`src/rtl/spi_ctrl_pkg.sv`:
```
// Package: shared types for the addressed SPI control port.
// Assumes: nothing beyond IEEE 1800-2017.
package spi_ctrl_pkg;

    // Transaction phase after chip select falls.
    typedef enum logic [1:0] {
        PH_HDR   = 2'd0,   // receiving the address/direction byte
        PH_WRITE = 2'd1,   // accepted write: bytes go to the internal side
        PH_READ  = 2'd2,   // accepted read: bytes come from the queue
        PH_SKIP  = 2'd3    // address mismatch: ignore until chip select rises
    } xfer_phase_t;

endpackage

```
`src/rtl/spi_sync_bit.sv`:
```
// Module: multi-stage synchroniser for one asynchronous input bit.
// Assumes: input changes no faster than every two system clocks; the
// reset value is the idle level of the line.
module spi_sync_bit #(
    parameter int   STAGES  = 2,
    parameter logic RST_VAL = 1'b0
) (
    input  logic clk,
    input  logic rst_n,
    input  logic d,
    output logic q
);

    logic [STAGES-1:0] chain;

    // Shift the raw input through the synchroniser chain.
    always_ff @(posedge clk) begin
        if (!rst_n) begin
            chain <= {STAGES{RST_VAL}};
        end else begin
            chain <= {chain[STAGES-2:0], d};
        end
    end

    assign q = chain[STAGES-1];

endmodule

```
`src/rtl/spi_edge_sync.sv`:
```
// Module: synchronises chip select, serial clock and data-in, and detects
// serial clock edges while chip select is active.
// Assumes: system clock at least 4x the serial clock; chip select and data-in
// are stable around the serial clock edges that matter to them.
module spi_edge_sync #(
    parameter int SYNC_STAGES = 2
) (
    input  logic clk,
    input  logic rst_n,
    input  logic spi_csn,
    input  logic spi_sclk,
    input  logic spi_mosi,
    output logic sel,
    output logic sclk_rise,
    output logic sclk_fall,
    output logic mosi_s
);

    localparam int         NUM_LINES = 3;
    localparam logic [2:0] IDLE_VAL  = 3'b001;   // {mosi, sclk, csn}

    logic [NUM_LINES-1:0] raw;
    logic [NUM_LINES-1:0] synced;
    logic                 sclk_prev;

    assign raw = {spi_mosi, spi_sclk, spi_csn};

    generate
        for (genvar i = 0; i < NUM_LINES; i++) begin : g_sync
            spi_sync_bit #(
                .STAGES  (SYNC_STAGES),
                .RST_VAL (IDLE_VAL[i])
            ) u_sync (
                .clk   (clk),
                .rst_n (rst_n),
                .d     (raw[i]),
                .q     (synced[i])
            );
        end
    endgenerate

    // Remember the previous synchronised serial clock for edge detection.
    always_ff @(posedge clk) begin
        if (!rst_n) begin
            sclk_prev <= 1'b0;
        end else begin
            sclk_prev <= synced[1];
        end
    end

    assign sel       = ~synced[0];
    assign sclk_rise = sel &  synced[1] & ~sclk_prev;
    assign sclk_fall = sel & ~synced[1] &  sclk_prev;
    assign mosi_s    = synced[2];

endmodule

```
`src/rtl/spi_rx_frame.sv`:
```
// Module: bit counting, receive shifting, header decode with address compare,
// and write-byte delivery.
// Assumes: edge strobes come from spi_edge_sync and are qualified by sel.
module spi_rx_frame
    import spi_ctrl_pkg::*;
#(
    parameter int ADDR_W = 7
) (
    input  logic              clk,
    input  logic              rst_n,
    input  logic              sel,
    input  logic              sclk_rise,
    input  logic              sclk_fall,
    input  logic              mosi_s,
    input  logic [ADDR_W-1:0] cfg_addr,
    input  logic              cfg_chk_en,
    output logic [ADDR_W:0]   rx_data,
    output logic              rx_valid,
    output xfer_phase_t       phase,
    output logic              byte_end,
    output logic              pre_last_rise,
    output logic              rd_load
);

    localparam int BYTE_W = ADDR_W + 1;
    localparam int CNT_W  = $clog2(BYTE_W + 1);

    logic [CNT_W-1:0]  bit_cnt;
    logic [BYTE_W-1:0] shreg;
    logic              addr_hit;
    logic              hdr_read;

    assign byte_end      = sclk_fall && (bit_cnt == CNT_W'(BYTE_W));
    assign pre_last_rise = sclk_rise && (bit_cnt == CNT_W'(BYTE_W - 2));
    assign addr_hit      = !cfg_chk_en || (shreg[BYTE_W-1:1] == cfg_addr);
    assign hdr_read      = shreg[0];
    assign rd_load       = byte_end &&
                           ((phase == PH_READ) ||
                            (phase == PH_HDR && addr_hit && hdr_read));

    // Count serial bits and shift in data on rising edges.
    always_ff @(posedge clk) begin
        if (!rst_n || !sel) begin
            bit_cnt <= '0;
            shreg   <= '0;
        end else if (sclk_rise) begin
            shreg   <= {shreg[BYTE_W-2:0], mosi_s};
            bit_cnt <= bit_cnt + 1'b1;
        end else if (byte_end) begin
            bit_cnt <= '0;
        end
    end

    // Decode the header byte and move the transaction phase.
    always_ff @(posedge clk) begin
        if (!rst_n || !sel) begin
            phase <= PH_HDR;
        end else if (byte_end && phase == PH_HDR) begin
            if (!addr_hit) begin
                phase <= PH_SKIP;
            end else if (hdr_read) begin
                phase <= PH_READ;
            end else begin
                phase <= PH_WRITE;
            end
        end
    end

    // Present each completed write byte with a one-cycle strobe.
    always_ff @(posedge clk) begin
        if (!rst_n) begin
            rx_valid <= 1'b0;
            rx_data  <= '0;
        end else begin
            rx_valid <= byte_end && (phase == PH_WRITE);
            if (byte_end && phase == PH_WRITE) begin
                rx_data <= shreg;
            end
        end
    end

    // The bit counter never passes one full byte.
    assert_cnt_bound_R11: assert property (@(posedge clk) disable iff (!rst_n)
        bit_cnt <= CNT_W'(BYTE_W));

    // Releasing chip select clears the counter and header state.
    assert_release_clears_R11: assert property (@(posedge clk) disable iff (!rst_n)
        !sel |=> (bit_cnt == '0) && (phase == PH_HDR));

    // A write strobe only follows a byte taken in an accepted write phase.
    assert_strobe_in_write_R2: assert property (@(posedge clk) disable iff (!rst_n)
        rx_valid |-> $past(phase == PH_WRITE));

endmodule

```
`src/rtl/spi_tx_path.sv`:
```
// Module: output shifter, queue pop and request line control.
// Assumes: the queue presents its head on tx_data with tx_avail, and removes
// that head on the clock edge where tx_pop is high.
module spi_tx_path #(
    parameter int DATA_W = 8
) (
    input  logic              clk,
    input  logic              rst_n,
    input  logic              sel,
    input  logic              rd_active,
    input  logic              sclk_fall,
    input  logic              rd_load,
    input  logic              pre_last_rise,
    input  logic [DATA_W-1:0] tx_data,
    input  logic              tx_avail,
    output logic              tx_pop,
    output logic              spi_miso,
    output logic              spi_req_n
);

    logic [DATA_W-1:0] out_sh;
    logic              req_q;
    logic              shift_now;

    assign tx_pop    = rd_load && tx_avail;
    assign shift_now = rd_active && sclk_fall && !rd_load;

    // Load a fresh byte at the end of each byte, else shift on falling edges.
    always_ff @(posedge clk) begin
        if (!rst_n || !sel) begin
            out_sh <= '0;
        end else if (rd_load) begin
            out_sh <= tx_avail ? tx_data : '0;
        end else if (shift_now) begin
            out_sh <= {out_sh[DATA_W-2:0], 1'b0};
        end
    end

    // Track queue state, freezing it between decision points in a read.
    always_ff @(posedge clk) begin
        if (!rst_n) begin
            req_q <= 1'b1;
        end else if (!rd_active || pre_last_rise) begin
            req_q <= ~tx_avail;
        end
    end

    assign spi_miso  = out_sh[DATA_W-1];
    assign spi_req_n = req_q;

    // Inside a read, the request line moves only after the decision edge.
    assert_req_hold_R9: assert property (@(posedge clk) disable iff (!rst_n)
        rd_active && !pre_last_rise |=> $stable(req_q));

    // With chip select released the output shifter is cleared.
    assert_idle_miso_R2: assert property (@(posedge clk) disable iff (!rst_n)
        !sel |=> (out_sh == '0));

endmodule

```
`src/rtl/spi_ctrl_port.sv`:
```
// Module: top of the addressed SPI slave control port.
// Assumes: serial clock idles low, host samples data-out on rising edges,
// and the system clock is at least 4x the serial clock.
module spi_ctrl_port
    import spi_ctrl_pkg::*;
#(
    parameter int ADDR_W      = 7,
    parameter int SYNC_STAGES = 2,
    parameter int DATA_W      = ADDR_W + 1
) (
    input  logic              clk,
    input  logic              rst_n,
    input  logic [ADDR_W-1:0] cfg_addr,
    input  logic              cfg_chk_en,
    input  logic              spi_csn,
    input  logic              spi_sclk,
    input  logic              spi_mosi,
    output logic              spi_miso,
    output logic              spi_req_n,
    output logic [DATA_W-1:0] rx_data,
    output logic              rx_valid,
    input  logic [DATA_W-1:0] tx_data,
    input  logic              tx_avail,
    output logic              tx_pop
);

    logic        sel;
    logic        sclk_rise;
    logic        sclk_fall;
    logic        mosi_s;
    xfer_phase_t phase;
    logic        byte_end;
    logic        pre_last_rise;
    logic        rd_load;

    spi_edge_sync #(
        .SYNC_STAGES (SYNC_STAGES)
    ) u_edge (
        .clk       (clk),
        .rst_n     (rst_n),
        .spi_csn   (spi_csn),
        .spi_sclk  (spi_sclk),
        .spi_mosi  (spi_mosi),
        .sel       (sel),
        .sclk_rise (sclk_rise),
        .sclk_fall (sclk_fall),
        .mosi_s    (mosi_s)
    );

    spi_rx_frame #(
        .ADDR_W (ADDR_W)
    ) u_rx (
        .clk           (clk),
        .rst_n         (rst_n),
        .sel           (sel),
        .sclk_rise     (sclk_rise),
        .sclk_fall     (sclk_fall),
        .mosi_s        (mosi_s),
        .cfg_addr      (cfg_addr),
        .cfg_chk_en    (cfg_chk_en),
        .rx_data       (rx_data),
        .rx_valid      (rx_valid),
        .phase         (phase),
        .byte_end      (byte_end),
        .pre_last_rise (pre_last_rise),
        .rd_load       (rd_load)
    );

    spi_tx_path #(
        .DATA_W (DATA_W)
    ) u_tx (
        .clk           (clk),
        .rst_n         (rst_n),
        .sel           (sel),
        .rd_active     (phase == PH_READ),
        .sclk_fall     (sclk_fall),
        .rd_load       (rd_load),
        .pre_last_rise (pre_last_rise),
        .tx_data       (tx_data),
        .tx_avail      (tx_avail),
        .tx_pop        (tx_pop),
        .spi_miso      (spi_miso),
        .spi_req_n     (spi_req_n)
    );

    // Each pop is a single-cycle pulse, because loads are byte-spaced.
    assert_single_pop_R7: assert property (@(posedge clk) disable iff (!rst_n)
        tx_pop |=> !tx_pop);

endmodule

```
`config.mk`:
```
export PLATFORM = sky130hd
export DESIGN_NAME = spi_ctrl_port
export DESIGN_NICKNAME = d
export VERILOG_FILES = /design/src/rtl/spi_ctrl_pkg.sv /design/src/rtl/spi_sync_bit.sv /design/src/rtl/spi_edge_sync.sv /design/src/rtl/spi_rx_frame.sv /design/src/rtl/spi_tx_path.sv /design/src/rtl/spi_ctrl_port.sv
export SDC_FILE = /design/constraint.sdc
export NUM_CORES = 1
export LEC_CHECK = 0
export BUFFER_PORTS_ARGS = -buffer_cell sky130_fd_sc_hd__buf_2
export CAP_MARGIN = 20
export CORE_ASPECT_RATIO = 1.25
export CORE_MARGIN = 5
export CORE_UTILIZATION = 40
export DETAILED_ROUTE_END_ITERATION = 8
export GPL_ROUTABILITY_DRIVEN = 0
export GPL_TIMING_DRIVEN = 0
export PLACE_DENSITY = 0.66
export RECOVER_POWER = 50
export SETUP_SLACK_MARGIN = 0.5
export SKIP_LAST_GASP = 1
export SLEW_MARGIN = 25
export SYNTH_ARGS = -nofsm -noshare
export SYNTH_HDL_FRONTEND = slang
export SYNTH_SLANG_ARGS = --single-unit
export TNS_END_PERCENT = 100
```
`constraint.sdc`:
```
create_clock -name clk -period 4.6 [get_ports clk]
set_clock_uncertainty 0.15 [all_clocks]
set_input_delay 0.23 -clock clk [delete_from_list [all_inputs] [get_ports clk]]
set_output_delay 0.23 -clock clk [all_outputs]
set_load 0.05 [all_outputs]
```
# Yosys cells after proc, flatten, opt, wreduce, memory -nomap -nowiden
# Index checks and enable logic that the tools add are counted.
# word_totals
ff_bits	39
wordCells	53
# op_classes
reduce_logical	21
eq_ne	5
addsub	1
muxes	7
bitwise_logic	8
# ops
op	n
two-way mux 8 bit	3
logical AND 1 bit	10
two-way mux 4 bit	2
equality test 7 bit	1
adder 4 x 1 -> 4 bit, second input constant	1
bitwise AND 1 bit	4
equality test 4 x 3 -> 1 bit, second input constant	1
equality test 4 bit, second input constant	1
zero test 1 bit	4
logical OR 1 bit	4
two-way mux 2 bit	2
inverter 1 bit	4
nonzero test 2 bit	2
equality test 2 x 1 -> 1 bit, second input constant	1
equality test 2 bit, second input constant	1
zero test 2 bit	1

# Depth between registers and ports, before layout
# Gate-level depths: netlist of the first run.
# depth
ltp_word	10
ltp_mapped	7

# By module
# Synthesis of the first run repeated with hierarchy kept, for this count alone.
# unflattened
cells_unflattened	181
hier_area_um2	1751.7
# modules_own_cells
mod	cells_per_inst	area_per_inst_um2	n_inst
spi_rx_frame	107	1067.3	1
spi_tx_path	56	456.7	1
spi_sync_bit	4	52.6	3
spi_edge_sync	5	56.3	1
spi_ctrl_port	1	13.8	1

# Worst setup path before layout of the first run
# No wires, ideal clock.
# synth_path
path_type	reg2out
start	register u_rx.shreg[2]
end	output tx_pop
setup_slack_ns	2.529
t_required_ns	4.220
n_path_buf	1
t_arrival_ns	1.691
stages_incl_launch_ff	7
cell_sequence	dfxtp_1 > xnor2_1 > nand4_1 > nor4b_1 > o21a_1 > buf_2 > and2_1
# synth_via
elab_chain_len	7
# synth_lines
element	line	source
start: declaration	spi_rx_frame.sv:29	logic [BYTE_W-1:0] shreg;
start signal: assignment	spi_rx_frame.sv:47	shreg <= {shreg[BYTE_W-2:0], mosi_s};
equality test 7 bit	spi_rx_frame.sv:35	assign addr_hit = !cfg_chk_en || (shreg[BYTE_W-1:1] == cfg_addr);
logical OR 1 bit	spi_rx_frame.sv:35	
logical AND 1 bit (2 in series)	spi_rx_frame.sv:39	(phase == PH_HDR && addr_hit && hdr_read));
logical OR 1 bit	spi_rx_frame.sv:38	((phase == PH_READ) ||
logical AND 1 bit	spi_rx_frame.sv:37	assign rd_load = byte_end &&
logical AND 1 bit	spi_tx_path.sv:25	assign tx_pop = rd_load && tx_avail;
end: declaration	spi_ctrl_port.sv:24	output logic tx_pop
# Every way passes these cells.

# Worst setup path after layout of the first run
# Ends and elaborated chain as after synthesis.

==> results of run 1 <==
## cells by family after synthesis
kind of cell	after synthesis	share of synthesized area
simple gates	67	0.219
mux	9	0.0525
buf+inv	21	0.0488
flops	39	0.455
xor+xnor	8	0.0408
compound gates	36	0.162
fa+ha+maj	3	0.0219
## per-layer routing
layer	vias to the layer above	wire length [um]	track usage
met5	-	0	0
met4	0	80	0.0615
met3	7	168	0.0500
met2	23	1690	0.206
met1	641	1500	0.160
li1	707	-	-
## metrics by stage
step	hold WS (ps)	setup WS (ps)
finish	40.5	2020
global route	28.7	1810
CTS	30.9	1970
detailed placement	247	2300
global placement	240	2290
floorplan	153	2530
## where the power goes
group	switching, mW	internal, mW
sequential	0.00167	0.341
combinational	0.0180	0.0157
clock	0.118	0.175
total	0.138	0.532
## how the worst min path moves through the flow
| stage | startpoint | endpoint | slack, ps | depth (start not counted) |
|---|---|---|---|---|
| final | tx_data[4] | u_tx.out_sh[4] | 40 | 3 |
| after global routing | tx_data[3] | u_tx.out_sh[3] | 30 | 3 |
| after CTS | tx_data[4] | u_tx.out_sh[4] | 30 | 3 |
| after detailed placement | u_edge.g_sync[0].u_sync.chain[0] | u_edge.g_sync[0].u_sync.chain[1] | 250 | 1 |
| after global placement | u_edge.g_sync[0].u_sync.chain[0] | u_edge.g_sync[0].u_sync.chain[1] | 240 | 1 |
| after floorplan | rst_n | u_edge.g_sync[0].u_sync.chain[0] | 150 | 1 |
## synth_stat cells, drive strengths merged
cell,number
nor2,3
nor4b,1
or3,1
nor2b,10
mux2i,9
nand3,5
and2,7
a211o,2
nand4,3
inv,14
nor3,1
xnor2,4
clkbuf,4
a32o,1
o211ai,1
ha,3
xor2,4
dfxtp,39
nand2,28
a311oi,1
nand4b,1
a221oi,7
nor3b,2
a21oi,13
and3,1
nand2b,4
buf,3
o21ai,10
o21a,1
## final cells by class
type                    count  share of cell area
plain buffers               7              0.0150
clock buffers               6              0.0397
clock inverters             2              0.0168
inverters                  14              0.0253
multi-input cells         123               0.410
flip-flops and latches     39               0.375
well taps                  56              0.0337
repair buffers             35              0.0842
## worst max-delay path: cells and delay by family, from the launching register on
kind,cells,cell delay (ps)
simple gates,3,690
buf+inv,2,500
flops,1,400
xor+xnor,1,140
compound gates,1,170
## sequential cells by signal (all words and copies together), names as in the netlist
name,flops
u_rx.phase,2
u_edge.g_sync.u_sync.chain,6
u_edge.sclk_prev,1
u_tx.spi_req_n,1
u_tx.out_sh,8
u_rx.rx_data,8
u_rx.shreg,8
u_rx.rx_valid,1
u_rx.bit_cnt,4
==> results.md, run 1 <==
* Status: finished, final reports clean
* Synthesized Nets at 208
* Endpoint type of the worst setup path: output port
* CTS tree: done
* DRC viols at 0
* Crit path cell chain: xnor2_1 -> nand4_1 -> nor4b_1 -> o21a_1 -> buf_2 -> and2_1 -> buf_2
* Worst endpoint data arrival time at 2200 ps
* Post-synth top area share at 0.455
* Worst min-delay path category: primary input to register
* Top Ports at 34
* Worst setup endpoint: tx_pop
* Worst R2R Start: u_edge.g_sync[1].u_sync.chain[1]
* Syn avg cell area at around 9.4 um2
* Reg2reg setup slack at 2730 ps
* Port buffer count at 32
* Clock Latency Late Sink at between 200 and 300 ps
* Placed wire-length estimate at 2480 um
* Worst-Margin Slew at 607 ps
* Post-CTS Resized at 0
* Setup violators final at 0
* First-pass GRT wire length at slightly below 6000 um
* Fmax at 0.388 GHz
* Avg Vias per Cell at 4.89
* CTS Buf Count at 5
* Yosys warnings at 0
* Worst EP required at 4220 ps
* Final Total Pwr at between 600 and 700 uW
* GRT Util Overall at 0.134
* CTS Buffer Depth at 2
* Setup TNS at 0 ps
* Non-filler instance count after layout at approximately 280
* Worst r2r path cells at 5
* Max rail drop VDD at 0.000221 V
* Rel. slew slack at 0.597
* WL/cell at 12.2 um
* Postcts setup bufs at 0
* Crit-path max cell delay at 400 ps
* CP max stage cell: dfxtp_1
* Cell area after layout at 2080 um2
* Cell Area, Synth at 1720 um2
* CP Launch Point: u_rx.shreg[2]
* Sequential share of the synthesized area at 0.455
* Overflow after GRT at 0
* Crit start category: register
* #FFs+latches synth at 39
* RSZ-0062 raised after global routing: false
* Synth unique cells at 34
* Clk slew on worst S/H paths at 70 ps
* Total die area at 5710 um2
* Largest area contributor in the netlist: dfxtp_1
* Syn Inst Count at 183
* Clk sink count at 39
* Hold-fix buffers at CTS at 3
* Largest net degree at the start of global routing at 13
* Die span in x at 68.6 um
* H-tree levels at 2
* Core area at 4130 um2
* R2R Path End: u_tx.out_sh[0]
* Routed Wire Length at 3430 um
* Placed Cells at ~270
* Number of global-route vias before repair at 1301
* Clock Tree Root: clkbuf_8
* Layout fillers at 428
* Ranking of synthesized cells by area: dfxtp_1 45%, a221oi_2 6.1%, nand2_1 6.1%
* Row count at 26
* Pwr Density at 322 nW/um2
* Initial DRC count at 67
* Antenna-violating nets left at 0
* Max cap viols at 0
* Synth-to-layout area growth at 21.1%
* Critical path type: register to output port
* Via count at 1378
* Leak at 0.720 nW
* Nets at 250
* Drt first pass iters at 4
* Crit-path most repeated cell: buf_2
* Final core occ at 0.503
* Final Hold Vio Count at 0
* Die height at 83.2 um
* Antenna violations before repair at 0
* Fin crit share at 0.561
* Commonest non-fill, non-tap cell in the layout: dfxtp_1
* Min Tclk post-route at around 2600 ps
* Most frequent cells in the layout: 39 x dfxtp_1, 28 x nand2_1, 21 x buf_2
* Final slew viol count at 0
* Multi-input logic area at 852 um2
* Share of cells above drive strength 1 at 0.190
* Area taken by flip-flops and latches at 781 um2
* Antenna cell count at 0
* Placed Area at 1950 um2
* Max FO, Critical Path at 9
* Initial Util at 0.416
Note: power is estimated with default switching activity, not from simulation.
==> run 2, diff against run 1 <==
--- a/config.mk
+++ b/config.mk
@@ -5,6 +5,7 @@
 export SDC_FILE = /design/constraint.sdc
 export NUM_CORES = 1
 export LEC_CHECK = 0
+export ABC_AREA = 1
 export BUFFER_PORTS_ARGS = -buffer_cell sky130_fd_sc_hd__buf_2
 export CAP_MARGIN = 20
 export CORE_ASPECT_RATIO = 1.25
@@ -13,7 +14,7 @@
 export DETAILED_ROUTE_END_ITERATION = 8
 export GPL_ROUTABILITY_DRIVEN = 0
 export GPL_TIMING_DRIVEN = 0
-export PLACE_DENSITY = 0.66
+export PLACE_DENSITY = 0.68
 export RECOVER_POWER = 50
 export SETUP_SLACK_MARGIN = 0.5
 export SKIP_LAST_GASP = 1
==> constraint.sdc (replaced) <==
create_clock -name clk -period 2.2 [get_ports clk]
set_clock_uncertainty 0.15 [all_clocks]
set_input_delay 0.11 -clock clk [delete_from_list [all_inputs] [get_ports clk]]
set_output_delay 0.11 -clock clk [all_outputs]
set_load 0.05 [all_outputs]
==> run 2 against run 1 <==
Effect of this change: non-clock buffer count is 21 higher; global-route usage is 1.8 points higher; largest cell class unchanged; cell area is 14% higher; sequential cell count stayed put; synthesized cell count is 28% higher; hold slack worse by 39 ps; setup slack worse by 1800 ps; critical path depth stayed put; clock power is 110% higher; sequential share of layout area is 4.4 points lower; combinational power is 110% higher; utilization is 4.6 points higher.
==> results.md, run 2 <==
* Largest family of logic cells by synthesized area: simple AND/OR/NAND/NOR gates (unchanged)
* Synth Area in XOR/XNOR at 0.00499 (was 0.0408)
* Cell-internal power at 1.11 mW (was 532 uW)
* Post-synth top cells: 49 x nand2_1, 39 x dfxtp_1, 29 x inv_1 (was 39 x dfxtp_1, 28 x nand2_1, 14 x inv_1)
* Final slew viol count at 0 (unchanged)
* Final core occ at 0.549 (was 0.503)
* Worst R2R Start: u_edge.sclk_prev (was u_edge.g_sync[1].u_sync.chain[1])
* Max FO, Critical Path at 10 (was 9)
* Share of flip-flops with an asynchronous set or reset at 0 (unchanged)
* Antenna violations before repair at 0 (unchanged)
* Sequential share of the synthesized area at 0.445 (was 0.455)
* Avg Vias per Cell at 4.89 (about the same)
* Crit start category: register (unchanged)
* Fin crit share at 0.899
* Worst r2r path cells at 7 (was 5)
* Placed Area at 2000 um2 (was 1950 um2)
* DRC viols at 0 (unchanged)
* Clk slew on worst S/H paths at 80 ps (was 70 ps)
* Setup violators final at 0 (unchanged)
* Clock power share at 0.442 (was 0.439)
* Commonest non-fill, non-tap cell in the layout: nand2_1 (was dfxtp_1)
* Number of global-route vias before repair at 1673 (was 1301)
* Worst min-delay path category: primary input to register (unchanged)
* Worst endpoint data arrival time at 2000 ps (was 2200 ps)
* Drt first pass iters at 4 (unchanged)
* Layout fillers at 447 (was 428)
* Min Tclk post-route at ~2000 ps
* First-pass GRT wire length at 7220 um (was 5790 um)
* Max rail drop VDD at 0.000474 V (was 0.000221 V)
* Multi-input logic area at 827 um2 (was 852 um2)
* Cell area after layout at 2380 um2 (was 2080 um2)
* Nets at 323 (was 250)
* CTS tree: done (unchanged)
* Syn avg cell area at 7.46 um2 (was 9.38 um2)
* Switching pwr at 294 uW (was 138 uW)
* WL/cell at 12.1 um (was 12.2 um)
* Worst EP required at 2220 ps (was 4220 ps)
* Clk sink count at 39 (unchanged)
* Max cap viols at 0 (unchanged)
* Ranking of synthesized cells by area: dfxtp_1 45%, nand2_1 10%, o21ai_0 6.3% (was dfxtp_1 45%, a221oi_2 6.1%, nand2_1 6.1%)
* Die span in x at 69.2 um (was 68.6 um)
* Share of cells above drive strength 1 at 0.294 (was 0.190)
* Die height at 84.0 um (was 83.2 um)
* GRT Util Overall at 0.152 (was 0.134)
* Final Hold Vio Count at 0 (unchanged)
* CP Launch Point: u_edge.sclk_prev (was u_rx.shreg[2])
* Setup TNS at 0 ps (unchanged)
* Antenna cell count at 0 (unchanged)
* Register share of total power at 0.508 (was 0.511)
* Placed wire-length estimate at 2830 um (was 2480 um)
* Yosys warnings at 0 (unchanged)
* Most frequent cells in the layout: 47 x nand2_1, 33 x dfxtp_1, 27 x inv_1 (was 39 x dfxtp_1, 28 x nand2_1, 21 x buf_2)
* Synth unique cells at 30 (was 34)
* #FFs+latches synth at 39 (unchanged)
* Largest registers: u_rx.rx_data: 8 flops, u_rx.shreg: 8 flops, u_tx.out_sh: 8 flops (unchanged)
* Mux cell area share after synthesis at 0 (was 0.0525)
* Critical path type: register to register (was register to output port)
* Initial DRC count at 65 (was 67)
* RSZ-0062 raised after global routing: true (was false)
* Worst setup endpoint: u_rx.shreg[6] (was tx_pop)
* Post-synth top area share at 0.445 (was 0.455)
* Post-synth EDFFs at 0 (unchanged)
* Most common cell in the netlist: nand2_1 (was dfxtp_1)
* Sw frac at 0.209 (was 0.206)
* Top_reg_cell synth: dfxtp_1 (unchanged)
* Largest net degree at the start of global routing at 13 (unchanged)
* Routed Wire Length at 4340 um (was 3430 um)
* Clock Latency Late Sink at 290 ps (about the same)
* Endpoint type of the worst setup path: register (was output port)
* Post-Synth Simple-Gate Area at 0.267 (was 0.219)
* Combinational power share at 0.050 (about the same)
* Via count at 1744 (was 1378)
* Leak at 1.10 nW (was 0.720 nW)
* Synthesized Nets at 260 (was 208)
* Antenna-violating nets left at 0 (unchanged)
* Worst-Margin Slew at 606 ps (was 607 ps)
* H-tree levels at 2 (unchanged)
* Final Total Pwr at 1.41 mW (was 670 uW)
* Core area at 4320 um2 (was 4130 um2)
* Overflow after GRT at 0 (unchanged)
* Post-Synth Adder-Cell Area at 0.0214 (was 0.0219)
* Syn Inst Count at 235 (was 183)
* Status: finished, final reports clean (unchanged)
* Largest area contributor in the netlist: dfxtp_1 (unchanged)
* R2R Path End: u_rx.shreg[6] (was u_tx.out_sh[0])
* Port buffer count at 32 (unchanged)
* Clock Tree Root: clkbuf_8 (unchanged)
* Post-synthesis compound-gate area fraction at 0.150 (was 0.162)
* Fmax at a little over 0.5 GHz
* Rel. slew slack at 0.598 (was 0.597)
* Initial Util at 0.406 (was 0.416)
* Row count at 27 (was 26)
* Top Ports at 34 (unchanged)
* CTS Buffer Depth at 2 (unchanged)
* Cell Area, Synth at 1750 um2 (was 1720 um2)
* Reg2reg setup slack at 220 ps (was 2730 ps)
* Total die area at 5820 um2 (was 5710 um2)
* Synth-to-layout area growth at 35.4% (was 21.1%)
* CTS Buf Count at 5 (unchanged)
* Area taken by flip-flops and latches at 788 um2 (was 781 um2)
* Pwr Density at 592 nW/um2 (was 322 nW/um2)
run 2: layout make-up:
| cell class | count | area share |
|---|---|---|
| Clock buffer | 6 | 0.0348 |
| Clock inverter | 2 | 0.0147 |
| Buffer | 7 | 0.0242 |
| Tap cell | 58 | 0.0305 |
| Inverter | 39 | 0.0632 |
| Timing Repair Buffer | 56 | 0.153 |
| Sequential cell | 39 | 0.332 |
| Multi-Input combinational cell | 150 | 0.348 |
run 2: cell families (layout without fill, tap and decap cells):
group	Yosys count	in the layout
buf+inv	46	110
compound gates	49	49
fa+ha+maj	3	3
simple gates	97	97
xor+xnor	1	1
flops	39	39
run 2: worst max-delay path: stages (launching register included):
cell	delay, ps
dfxtp_1	300
inv_1	70
nand2_1	50
nor2_1	230
clkinvlp_2	400
clkbuf_1	350
o21ai_0	240
a21oi_1	60
run 2: per-layer routing:
layer / wire length, um / track usage
met4: 91 / 0.0533
met2: 2280 / 0.277
met1: 1710 / 0.161
met5: 0 / 0
met3: 256 / 0.0494
run 2: per-stage QoR:
stage / cells / setup WS (ps) / hold slack, ps
finish: 357 / 222 / 1.27
global route: 357 / 81.9 / 10.4
CTS: 352 / 243 / 5.04
detailed placement: 325 / 262 / 151
global placement: 325 / 303 / 141
floorplan: 235 / 480 / 57.6
run 2: power by group through the flow:
stage | sequential [mW] | clock (mW) | combinational (mW)
3_5_place_dp | 0.731 | 0 | 0.0598
2_1_floorplan | 0.734 | 0 | 0.0286
3_3_place_gp | 0.731 | 0 | 0.0593
5_1_grt | 0.716 | 0.663 | 0.0792
6_report | 0.715 | 0.621 | 0.0700
4_1_cts | 0.714 | 0.630 | 0.0692
run 2: how the worst min path moves through the flow:
stage / to / start / cells after the start
final: u_tx.out_sh[1] / tx_data[1] / 5
after global routing: u_tx.out_sh[6] / tx_data[6] / 5
after CTS: u_tx.out_sh[7] / tx_data[7] / 5
after detailed placement: u_edge.g_sync[2].u_sync.chain[0] / spi_mosi / 3
after global placement: u_edge.g_sync[1].u_sync.chain[0] / spi_sclk / 3
after floorplan: u_edge.g_sync[1].u_sync.chain[0] / spi_sclk / 2
run 2: repair_timing:
item,in CTS,in global routing
hold buffers,6,0
buffers inserted,12,5
setup endpoints to repair,18,19
gates resized for setup,18,10
pin swaps,15,9
cloned,1,0
hold endpoints to repair,8,0
==> run 3, diff against run 2 <==
--- a/config.mk
+++ b/config.mk
@@ -8,7 +8,7 @@
 export ABC_AREA = 1
 export BUFFER_PORTS_ARGS = -buffer_cell sky130_fd_sc_hd__buf_2
 export CAP_MARGIN = 20
-export CORE_ASPECT_RATIO = 1.25
+export CORE_ASPECT_RATIO = 1.4
 export CORE_MARGIN = 5
 export CORE_UTILIZATION = 40
 export DETAILED_ROUTE_END_ITERATION = 8
==> constraint.sdc (replaced) <==
create_clock -name clk -period 2.2 [get_ports clk]
set_clock_uncertainty 0.15 [all_clocks]
set_input_delay 0.33 -clock clk [delete_from_list [all_inputs] [get_ports clk]]
set_output_delay 0.33 -clock clk [all_outputs]
set_load 0.05 [all_outputs]
==> run 3 against run 2 <==
Effect of this change: sequential power hardly changed; sequential cell count stayed put; fmax is 8.3% lower; setup slack worse by 180 ps; cell count is 1.7% lower; first-iteration DRC count is 29% higher; wire length is 12% lower; non-clock buffer count is 8 lower; combinational power is 16% lower; critical endpoint is now tx_pop; largest cell class unchanged; highest routed layer unchanged.
==> results.md, run 3 (same netlist as run 2, synthesis figures left out) <==
* Status: finished, final reports clean (unchanged)
* Die span in x at 66.0 um (was 69.2 um)
* Max rail drop VDD at 0.000359 V (was 0.000474 V)
* Final slew viol count at 0 (unchanged)
* Via count at 1625 (was 1744)
* Hold-fix buffers at CTS at 0 (was 6)
* Clock Latency Late Sink at 290 ps (about the same)
* CP max stage cell: dfxtp_2 (was clkinvlp_2)
* CP top delay family: simple AND/OR/NAND/NOR gates (was buffers and inverters)
* Final Hold Vio Count at 0 (unchanged)
* Crit path cell chain: inv_2 -> ha_2 -> nor3b_2 -> nand2_2 -> nor2_8 -> nand2_4 -> buf_6 -> nor2_4 -> buf_8 (was inv_1 -> nand2_1 -> nor2_1 -> clkinvlp_2 -> clkbuf_1 -> o21ai_0 -> a21oi_1)
* Port buffer count at 32 (unchanged)
* Clk slew on worst S/H paths at 80 ps (about the same)
* Switching pwr at 290 uW (was 294 uW)
* RSZ-0062 raised after global routing: true (unchanged)
* Worst min-delay path category: primary input to register (unchanged)
* Endpoint type of the worst setup path: output port (was register)
* Fmax at 0.464 GHz (was 0.506 GHz)
* Layout fillers at 425 (was 447)
* Setup violators final at 0 (unchanged)
* Commonest non-fill, non-tap cell in the layout: nand2_1 (unchanged)
* Max cap viols at 0 (unchanged)
* Register share of total power at 0.573 (was 0.508)
* Worst endpoint data arrival time at 1680 ps (was 2000 ps)
* Sw frac at 0.232 (was 0.209)
* Initial DRC count at 84 (was 65)
* Drt first pass iters at 6 (was 4)
* Largest registers: u_rx.rx_data: 8 flops, u_rx.shreg: 8 flops, u_tx.out_sh: 8 flops (unchanged)
* Antenna-violating nets left at 0 (unchanged)
* Clock power share at 0.379 (was 0.442)
* Nets at 315 (was 323)
* Routed Wire Length at 3810 um (was 4340 um)
* H-tree levels at 2 (unchanged)
* CP Buf/Inv Count at 3 (unchanged)
* Placed wire-length estimate at 2750 um (was 2830 um)
* Max FO, Critical Path at 4 (was 10)
* Fin crit share at 0.980 (was 0.899)
* Row count at 28 (was 27)
* Crit start category: register (unchanged)
* Overflow after GRT at 0 (unchanged)
* Core area at 4240 um2 (was 4320 um2)
* Combinational power share at 0.047 (was 0.050)
* Clk sink count at 39 (unchanged)
* Synth-to-layout area growth at 30.3% (was 35.4%)
* WL/cell at 10.9 um (was 12.1 um)
* First-pass GRT wire length at 6470 um (was 7220 um)
* Critical path type: register to output port (was register to register)
* Antenna violations before repair at 0 (unchanged)
* Avg Vias per Cell at 4.63 (was 4.89)
* Initial Util at 0.414 (was 0.406)
* Antenna cell count at 0 (unchanged)
* Worst-Margin Slew at 607 ps (was 606 ps)
* Total die area at 5830 um2 (was 5820 um2)
* Die height at 88.4 um (was 84.0 um)
* Placed Area at 2010 um2 (was 2000 um2)
* Cell area after layout at 2290 um2 (was 2380 um2)
* Pre-CTS setup slack at 30.7 ps (was 262 ps)
* CTS tree: done (unchanged)
* Min Tclk post-route at 2160 ps (was 1980 ps)
* Top Ports at 34 (unchanged)
* Clock Tree Root: clkbuf_8 (unchanged)
* Leak at 1.05 nW (was 1.10 nW)
* Post-route setup slack at 43.4 ps (was 222 ps)
* Final core occ at 0.539 (was 0.549)
* Crit-path max cell delay at 330 ps (was 400 ps)
* Worst EP required at 1720 ps (was 2220 ps)
* CTS Buf Count at 5 (unchanged)
* CTS Buffer Depth at 2 (unchanged)
* Share of cells above drive strength 1 at 0.289 (was 0.294)
* GRT Util Overall at 0.142 (was 0.152)
* Final Total Pwr at 1.25 mW (was 1.41 mW)
* DRC viols at 0 (unchanged)
* Number of global-route vias before repair at 1508 (was 1673)
* Pwr Density at 545 nW/um2 (was 592 nW/um2)
* Rel. slew slack at 0.597 (was 0.598)
* Cell-internal power at 957 uW (was 1.11 mW)
* Largest net degree at the start of global routing at 14 (was 13)
* Most frequent cells in the layout: 48 x nand2_1, 33 x dfxtp_1, 26 x inv_1 (was 47 x nand2_1, 33 x dfxtp_1, 27 x inv_1)
run 3: what timing repair did:
item	CTS	global route
endpoints found under the setup margin	26	19
buffers inserted	5	10
cloned	0	1
gates resized for setup	13	18
pin swaps	7	15
run 3: cell type report:
cell class / instances / area (um2) / area share
clock inverters: 3 / 20.0 / 0.00876
flip-flops and latches: 39 / 788 / 0.345
well taps: 60 / 75.1 / 0.0328
inverters: 39 / 151 / 0.0662
repair buffers: 48 / 307 / 0.134
plain buffers: 7 / 56.3 / 0.0246
clock buffers: 5 / 68.8 / 0.0301
multi-input cells: 150 / 820 / 0.359
run 3: worst paths after layout:
kind,cells past startpoint,startpoint,slack (ps),endpoint
hold / removal,3,spi_sclk,60,u_edge.g_sync[1].u_sync.chain[0]
setup / recovery,9,u_rx.bit_cnt[0],40,tx_pop
setup reg to reg,13,u_rx.bit_cnt[0],370,u_tx.out_sh[6]
hold reg to reg,2,u_edge.g_sync[1].u_sync.chain[0],270,u_edge.g_sync[1].u_sync.chain[1]
run 3: power groups by stage:
| stage | Clock, mW | Combinational (mW) | Sequential, mW |
|---|---|---|---|
| 2_1_floorplan | 0 | 0.0286 | 0.734 |
| 3_3_place_gp | 0 | 0.0591 | 0.731 |
| 3_5_place_dp | 0 | 0.0600 | 0.731 |
| 4_1_cts | 0.493 | 0.0605 | 0.715 |
| 5_1_grt | 0.528 | 0.0686 | 0.716 |
| 6_report | 0.473 | 0.0591 | 0.715 |
run 3: tightest hold or removal path, cell delays in order:
cell	delay, ps
buf_2	70
nand2_1	40
inv_1	40
run 3: per-stage QoR:
| step | hold slack, ps | instances | TNS [ps] |
|---|---|---|---|
| after global placement | 242 | 327 | 0 |
| after detailed placement | 251 | 327 | 0 |
| final | 64.9 | 351 | 0 |
| after CTS | 57.2 | 340 | 0 |
| after global routing | 59.7 | 351 | -72.6 |
| after floorplan | 240 | 235 | 0 |
run 3: layer usage:
metal / GRT usage / part of all wire / up-vias
met3: 0.0356 / 0.044 / 5
met4: 0.0555 / 0.013 / 0
met5: 0 / 0 / -
met1: 0.161 / 0.44 / 730
li1: - / - / 858
met2: 0.254 / 0.50 / 32
